[src/rtl/txstat_pkg.sv]
package txstat_pkg;

  // Number of sequencer words that make up one report
  localparam int unsigned TXS_WORDS = 4;
  // Width of the sequencer word index
  localparam int unsigned TXS_SEL_W = 2;

  // Circular pointer advance that also handles a depth that is not a power of two
  function automatic int unsigned wrap_inc(input int unsigned ptr, input int unsigned depth);
    return (ptr + 1 == depth) ? 0 : ptr + 1;
  endfunction

  // Occupancy update after a cycle with optional push and pop
  function automatic int unsigned next_level(input int unsigned lvl, input logic add, input logic take);
    return lvl + (add ? 1 : 0) - (take ? 1 : 0);
  endfunction

endpackage

[src/rtl/txstat_stage.sv]
module txstat_stage #(
  parameter int unsigned WORD_W = 16
) (
  input  logic                                          clk,
  input  logic                                          rst_n,
  input  logic                                          wr_en,
  input  logic [txstat_pkg::TXS_SEL_W-1:0]              wr_sel,
  input  logic [WORD_W-1:0]                             wr_data,
  output logic                                          commit_req,
  output logic                                          clear_wr,
  output logic [txstat_pkg::TXS_WORDS*WORD_W-1:0]       entry
);
  localparam int unsigned NW = txstat_pkg::TXS_WORDS;
  localparam int unsigned SW = txstat_pkg::TXS_SEL_W;

  logic [WORD_W-1:0] stg [1:NW-1];
  logic              ctrl_wr;

  assign ctrl_wr    = wr_en && (wr_sel == '0);
  assign commit_req = ctrl_wr && wr_data[0];
  assign clear_wr   = ctrl_wr && !wr_data[0];

  for (genvar k = 1; k < NW; k++) begin : g_stg
    always_ff @(posedge clk or negedge rst_n) begin
      if (!rst_n) begin
        stg[k] <= '0;
      end else if (wr_en && (wr_sel == SW'(k))) begin
        stg[k] <= wr_data;
      end
    end
  end

  always_comb begin
    entry[WORD_W-1:0] = wr_data;
    for (int k = 1; k < NW; k++) begin
      entry[k*WORD_W +: WORD_W] = stg[k];
    end
  end

endmodule

[src/rtl/txstat_store.sv]
module txstat_store #(
  parameter int unsigned DEPTH   = 16,
  parameter int unsigned ENTRY_W = 64,
  localparam int unsigned AW     = (DEPTH > 1) ? $clog2(DEPTH) : 1,
  localparam int unsigned CW     = $clog2(DEPTH + 1)
) (
  input  logic               clk,
  input  logic               rst_n,
  input  logic               push_req,
  input  logic [ENTRY_W-1:0] push_data,
  input  logic               pop_req,
  output logic               push_ok,
  output logic               pop_ok,
  output logic [ENTRY_W-1:0] head_data,
  output logic [CW-1:0]      level,
  output logic               full,
  output logic               empty
);
  logic [ENTRY_W-1:0] mem [DEPTH];
  logic [AW-1:0]      wr_ptr;
  logic [AW-1:0]      rd_ptr;

  assign empty     = (level == '0);
  assign full      = (level == CW'(DEPTH));
  assign pop_ok    = pop_req && !empty;
  assign push_ok   = push_req && (!full || pop_ok);
  assign head_data = mem[rd_ptr];

  always_ff @(posedge clk) begin
    if (push_ok) begin
      mem[wr_ptr] <= push_data;
    end
  end

  always_ff @(posedge clk or negedge rst_n) begin
    if (!rst_n) begin
      wr_ptr <= '0;
      rd_ptr <= '0;
      level  <= '0;
    end else begin
      if (push_ok) begin
        wr_ptr <= AW'(txstat_pkg::wrap_inc(32'(wr_ptr), DEPTH));
      end
      if (pop_ok) begin
        rd_ptr <= AW'(txstat_pkg::wrap_inc(32'(rd_ptr), DEPTH));
      end
      level <= CW'(txstat_pkg::next_level(32'(level), push_ok, pop_ok));
    end
  end

endmodule

[src/rtl/txstat_flags.sv]
module txstat_flags (
  input  logic clk,
  input  logic rst_n,
  input  logic push_drop,
  input  logic empty,
  output logic ovf_flag,
  output logic done_evt
);
  always_ff @(posedge clk or negedge rst_n) begin
    if (!rst_n) begin
      ovf_flag <= 1'b0;
    end else if (push_drop) begin
      ovf_flag <= 1'b1;
    end
  end

  assign done_evt = !empty;

endmodule

[src/rtl/txstat_fifo.sv]
module txstat_fifo #(
  parameter int unsigned DEPTH  = 16,
  parameter int unsigned WORD_W = 16
) (
  input  logic                                 clk,
  input  logic                                 rst_n,
  input  logic                                 seq_wr_en,
  input  logic [txstat_pkg::TXS_SEL_W-1:0]     seq_wr_sel,
  input  logic [WORD_W-1:0]                    seq_wr_data,
  input  logic                                 host_rd_en,
  input  logic                                 host_rd_sel,
  output logic [2*WORD_W-1:0]                  host_rd_data,
  output logic                                 tx_done_evt,
  output logic                                 ovf_flag
);
  localparam int unsigned ENTRY_W = txstat_pkg::TXS_WORDS * WORD_W;
  localparam int unsigned HOST_W  = 2 * WORD_W;
  localparam int unsigned CW      = $clog2(DEPTH + 1);

  // Named internal events, observed by the bound checker
  logic               commit_req;
  logic               clear_wr;
  logic               push_ok;
  logic               pop_ok;
  logic               push_drop;
  logic               pop_req;
  logic               q_full;
  logic               q_empty;
  logic [CW-1:0]      fill_cnt;
  logic [ENTRY_W-1:0] stage_entry;
  logic [ENTRY_W-1:0] head_entry;

  assign pop_req   = host_rd_en && host_rd_sel;
  assign push_drop = commit_req && !push_ok;

  txstat_stage #(.WORD_W(WORD_W)) i_stage (
    .clk        (clk),
    .rst_n      (rst_n),
    .wr_en      (seq_wr_en),
    .wr_sel     (seq_wr_sel),
    .wr_data    (seq_wr_data),
    .commit_req (commit_req),
    .clear_wr   (clear_wr),
    .entry      (stage_entry)
  );

  txstat_store #(.DEPTH(DEPTH), .ENTRY_W(ENTRY_W)) i_store (
    .clk       (clk),
    .rst_n     (rst_n),
    .push_req  (commit_req),
    .push_data (stage_entry),
    .pop_req   (pop_req),
    .push_ok   (push_ok),
    .pop_ok    (pop_ok),
    .head_data (head_entry),
    .level     (fill_cnt),
    .full      (q_full),
    .empty     (q_empty)
  );

  txstat_flags i_flags (
    .clk       (clk),
    .rst_n     (rst_n),
    .push_drop (push_drop),
    .empty     (q_empty),
    .ovf_flag  (ovf_flag),
    .done_evt  (tx_done_evt)
  );

  // Host view: low register first, high register second; zero when nothing is queued
  always_comb begin
    if (q_empty) begin
      host_rd_data = '0;
    end else if (host_rd_sel) begin
      host_rd_data = head_entry[HOST_W +: HOST_W];
    end else begin
      host_rd_data = head_entry[0 +: HOST_W];
    end
  end

endmodule

[config.mk]
export PLATFORM = sky130hd
export DESIGN_NAME = txstat_fifo
export DESIGN_NICKNAME = d
export VERILOG_FILES = /design/src/rtl/txstat_pkg.sv /design/src/rtl/txstat_stage.sv /design/src/rtl/txstat_store.sv /design/src/rtl/txstat_flags.sv /design/src/rtl/txstat_fifo.sv
export SDC_FILE = /design/constraint.sdc
export NUM_CORES = 1
export LEC_CHECK = 0
export CORE_MARGIN = 5
export CORE_UTILIZATION = 55
export CTS_CLUSTER_DIAMETER = 80
export DETAILED_ROUTE_END_ITERATION = 10
export GPL_TIMING_DRIVEN = 0
export PLACE_DENSITY_LB_ADDON = 0.3
export REMOVE_ABC_BUFFERS = 1
export SLEW_MARGIN = 20
export SYNTH_ARGS = -nofsm -noshare
export SYNTH_HDL_FRONTEND = slang
export SYNTH_SLANG_ARGS = --single-unit
[constraint.sdc]
create_clock -name clk -period 11.3 [get_ports clk]
set_input_delay 1.695 -clock clk [delete_from_list [all_inputs] [get_ports clk]]
set_output_delay 1.695 -clock clk [all_outputs]
set_load 0.02 [all_outputs]
Yosys cells after proc, flatten, opt, wreduce, memory -nomap -nowiden
Memory sizes are Yosys's and may differ from the RTL's.
Index checks and enable logic that the tools add are counted.
- flip-flop bits (word level): 62
- memory bits (writable): 1024
- input port bits: 23
- output and inout bits: 34
- word-level logic and storage cells: 41
- memories kept: 1
- add/sub/neg operators: 4
- equal/unequal tests: 6
- mux-type cells: 8
- reductions and logical operators: 15
- memory list (memory ; words ; width ; rd ports ; clocked after memory_dff ; wr ports ; RTL line ; RTL):
    i_store.mem ; 16 ; 64 ; 1 ; 0 ; 1 ; txstat_store.sv:19 ; logic [ENTRY_W-1:0] mem [DEPTH];
- operator list (kind ; number):
    32-bit 2-to-1 mux ; 2
    5-bit equality test (second input constant) ; 3
    4-bit by 1-bit adder with 5-bit output (second input constant) ; 2
    1-bit logical AND ; 9
    4-bit 2-to-1 mux ; 2
    5-bit adder ; 1
    5-bit zero test ; 1
    5-bit subtractor ; 1
    2-bit equality test (second input constant) ; 2
    1-bit 2-to-1 mux ; 4
    1-bit zero test ; 3
    2-bit by 1-bit equality test with 1-bit output (second input constant) ; 1
    2-bit zero test ; 1
    1-bit logical OR ; 1

Longest topological paths before layout
- word-level depth: 8
- mapped depth: 14
- depth with buffers taken out: 14

Hierarchy
Synthesis repeated with hierarchy kept, for this count alone.
- cells, all modules: 1841
- area total of the unflattened synthesis: 41627.4 sq um
- by module, submodules not included (module ; instances ; cells each ; area an instance (sq um) ; seq. area each (sq um)):
    txstat_store ; 1 ; 1645 ; 39046.2 ; 31074.8
    txstat_stage ; 1 ; 120 ; 2009.4 ; 1201.2
    txstat_fifo ; 1 ; 73 ; 536.8 ; 0.0
    txstat_flags ; 1 ; 3 ; 35.0 ; 25.0

Worst setup path before layout
OpenSTA, ideal clock, no wires.
- path type: in2reg
- start point: input host_rd_sel
- end point: memory i_store.mem[2][0] (enable)
- setup time: 644 ps
- arrival: 8648 ps
- data required time: 10656 ps
- path slack: 2008 ps
- stages: 5
- path buffers: 1
- path through: buf_2 nand2_1 a31oi_1 inv_1 nor4_1
- cells in the longest elaborated chain, start to end: 6
- RTL lines (element ; RTL line ; RTL):
    start: declaration ; txstat_fifo.sv:11 ; input logic host_rd_sel,
    1-bit logical AND ; txstat_fifo.sv:33 ; assign pop_req = host_rd_en && host_rd_sel;
    1-bit logical AND ; txstat_store.sv:25 ; assign pop_ok = pop_req && !empty;
    1-bit logical OR ; txstat_store.sv:26 ; assign push_ok = push_req && (!full || pop_ok);
    1-bit logical AND ; txstat_store.sv:26 ;
    1-bit 2-to-1 mux ; txstat_store.sv:30 ; if (push_ok) begin
    1-bit 2-to-1 mux (not written as such) ; txstat_store.sv:31 ; mem[wr_ptr] <= push_data;
    end: declaration ; txstat_store.sv:19 ;
Every way passes these cells.

Worst setup path in the final report
- start point: input host_rd_sel
- end point: output host_rd_data[11]
- cells in the longest elaborated chain, start to end: 2
- RTL lines (element ; RTL line ; RTL):
    32-bit 2-to-1 mux ; txstat_fifo.sv:74 ; end else if (host_rd_sel) begin
    32-bit 2-to-1 mux ; txstat_fifo.sv:72 ; if (q_empty) begin
    end: declaration ; txstat_fifo.sv:12 ; output logic [2*WORD_W-1:0] host_rd_data,
Every way passes these cells.

==> reports/metrics.yaml <==
critical_path:
  cp_max_fo: 19
  slowest_stage: "clkdlybuf4s50_1"
  reg2reg_slack_ns: 7.44
  crit_type: "in -> out"
  critPathTopFamily: "buffers and inverters"
  rr_endpoint: "i_store.mem[0][53]"
  crit_start: "host_rd_sel"
  arrival_ns: 4.39
  cp.depth: 8
  slowest_delay_ns: 0.71
  cpMostUsedCell: "buf_16"
  crit_end: "host_rd_data[11]"
  worst_setup_path_start_kind: "primary input"
  rr_startpoint: "i_store.level[3]"
  cp.required_ns: 9.61
  endpoint_kind: "output port"
  reg2regPathDepth: 11
  critPathBufInv: 5
  cp_cell_sequence: "buf_4, buf_12, nor2b_4, buf_16, buf_16, a221o_1, a31oi_1, clkdlybuf4s50_1"
floorplan:
  start_util: 0.553
  die_y_microns: 286
  core_sq_mm: 0.0756
  die_w_microns: 286
  dieArea_sq_mm: 0.0816
  num_rows: 101
  ios: 57
synth:
  synth_area_per_cell_sq_um: 22.6
  ys_top_cells_by_count: "edfxtp_1, mux4_2, mux2i_1"
  ys_top_cells_by_area: "edfxtp_1, mux4_2, dfrtp_1"
  ys_types: 41
  ys.flop_type: "edfxtp_1"
  synth_edf_count: 1024
  synth_top_area_cell: "edfxtp_1"
  synth-seq-cells: 1086
  syn-instance-count: 1849
  yosysMostFrequentCell: "edfxtp_1"
  yosysSeqAreaShare: 0.773
  ys.warnings.count: 0
  ys_async_sr_fraction: 0.0571
  syn_area_sq_mm: 0.0418
  synth_top_area_frac: 0.736
run_status:
  status: "finished clean"
global_route:
  grt_pass1_wl_mm: 141
  antenna_found_initial: 1
  grt_pass1_vias: 21068
  grt_overflow: 0
  grt_max_degree: 67
  grt_usage: 0.236
detailed_routing:
  ant_nets: 0
  drc: 0
  drt_wl_total_mm: 95.6
  wire_per_inst_microns: 30.6
  drt-initial-drc-count: 2278
  drt-pass1-iter-count: 5
  vias: 20223
  via_per_inst: 6.48
clocking:
  post_cts_buffers: 0
  clock_path_buffers: 3
  clk_pin_slew_ns: 0.06
  cts_sinks: 1086
  htreeDepth: 3
  cts_hold_buffers: 0
  cts_resized: 0
  clockRootBuffer: "clkbuf_16"
  cts_made_buffers: 103
  cts_tree: "yes"
  clk_latency_ns: 0.65
pwr:
  peakVddDrop_v: 0.000201
  p_total_mw: 11.5
  p_per_area_mw_per_mm2: 236
  power.leakage_nw: 16.1
timing:
  tns_ns: 0
  slew_viol_final: 0
  hold_viol: 0
  fin_crit_sh: 0.538
  finalSetupViolations: 0
  rsz0062_at_grt: "no"
  period_minus_slack_ns: 6.08
  relSlewSlack: 0.456
  max_freq_mhz: 164
  worst_slew_pin_slew_ns: 0.814
  finClkSkew_ns: 0.0214
cells_and_area:
  area_growth_pct: 16.6
  num-fill-cells: 4775
  drive_gt1_frac: 0.272
  nets: 2087
  num_antenna_cells: 0
hold_path:
  hold_class: "reg -> reg"
  hold_depth: 1
place:
  io_buffers: 56
  hpwl_mm: 57.0
  place_congestion: 0.679
run:
  cap_violations: 0
## where the power goes
| group | internal, mW | switching (mW) | leakage, nW |
|---|---|---|---|
| clock network | 2.07 | 1.42 | 1.67 |
| registers | 4.64 | 0.232 | 9.95 |
| logic | 1.53 | 1.58 | 4.48 |
## sequential cells by signal, summed over array words and instances, names as in the netlist
signal and flops:
i_flags.ovf_flag 1, i_stage.entry 48, i_store.level 5, i_store.mem 1024, i_store.rd_ptr 4, i_store.wr_ptr 4
## area by class of cell
class	instances	area, sq um	share of cell area
inverter	17	71.3	0.00146
multi-input combinational	643	8860	0.182
timing repair buffer	201	2770	0.0568
sequential	1086	32300	0.663
tap	978	1220	0.0251
clock inverter	48	563	0.0116
clock buffer	147	2920	0.0599
## through the flow
stage	worst slack (ns)	hold slack [ns]	cells	instance area [sq um]	utilization
floorplan	-2.94	0.521	1746	41100	-
global placement	-10.36	0.463	2780	42900	0.567
detailed placement	5.23	0.461	2925	45200	0.599
CTS	5.24	0.483	3120	48700	0.645
global route	5.14	0.504	3120	48700	0.645
finish	5.22	0.481	3120	48700	0.645
## logic make-up after synthesis
family	count (synthesis)	share of synthesized area
AOI/OAI and AO/OA	155	0.0285
xor gates and xnor gates	10	0.00210
adders and majority gates	12	0.00377
buffers and inverters	120	0.0181
DFF	1086	0.773
muxes	401	0.166
and+or+nand+nor	65	0.00770
## placed cells by master, fill, tap and decap left out, types with 20 or more instances in the layout
cell,netlist,final
mux2i_1,128,128
a221o_1,32,32
a31oi_1,33,33
mux2_2,49,49
clkdlybuf4s50_1,0,54
a22oi_1,32,32
dfrtp_1,62,59
mux4_2,204,204
mux4_1,20,20
edfxtp_1,1024,1024
buf_4,17,26
buf_16,0,43
nand2_1,28,28
clkbuf_1,37,31
buf_12,5,25
buf_2,25,42
clkbuf_16,0,107
## how the worst min path moves through the flow
stage                     startpoint                to  slack (ns)
detailed placement  i_flags.ovf_flag  i_flags.ovf_flag        0.46
CTS                 i_flags.ovf_flag  i_flags.ovf_flag        0.48
floorplan           i_store.level[0]  i_store.level[0]        0.52
global placement    i_flags.ovf_flag  i_flags.ovf_flag        0.46
global route        i_flags.ovf_flag  i_flags.ovf_flag        0.50
finish              i_flags.ovf_flag  i_flags.ovf_flag        0.48
## per-layer routing
layer | GRT usage | up-vias | wire [microns]
li1 | - | 8281 | -
met1 | 0.338 | 10762 | 37300
met2 | 0.376 | 1013 | 47100
met3 | 0.0475 | 165 | 8660
met4 | 0.0699 | 2 | 2500
met5 | 0 | - | 13
## worst reg2reg max path: stages, from the launching register on
cell,delay (ns)
dfrtp_1,0.36
inv_1,0.07
ha_1,0.19
nor3b_1,0.15
a31oi_1,0.62
inv_1,0.32
nor4_2,0.50
buf_2,0.34
buf_2,0.26
buf_2,0.25
buf_2,0.24
buf_2,0.24
(Power assumes the default switching activity.)
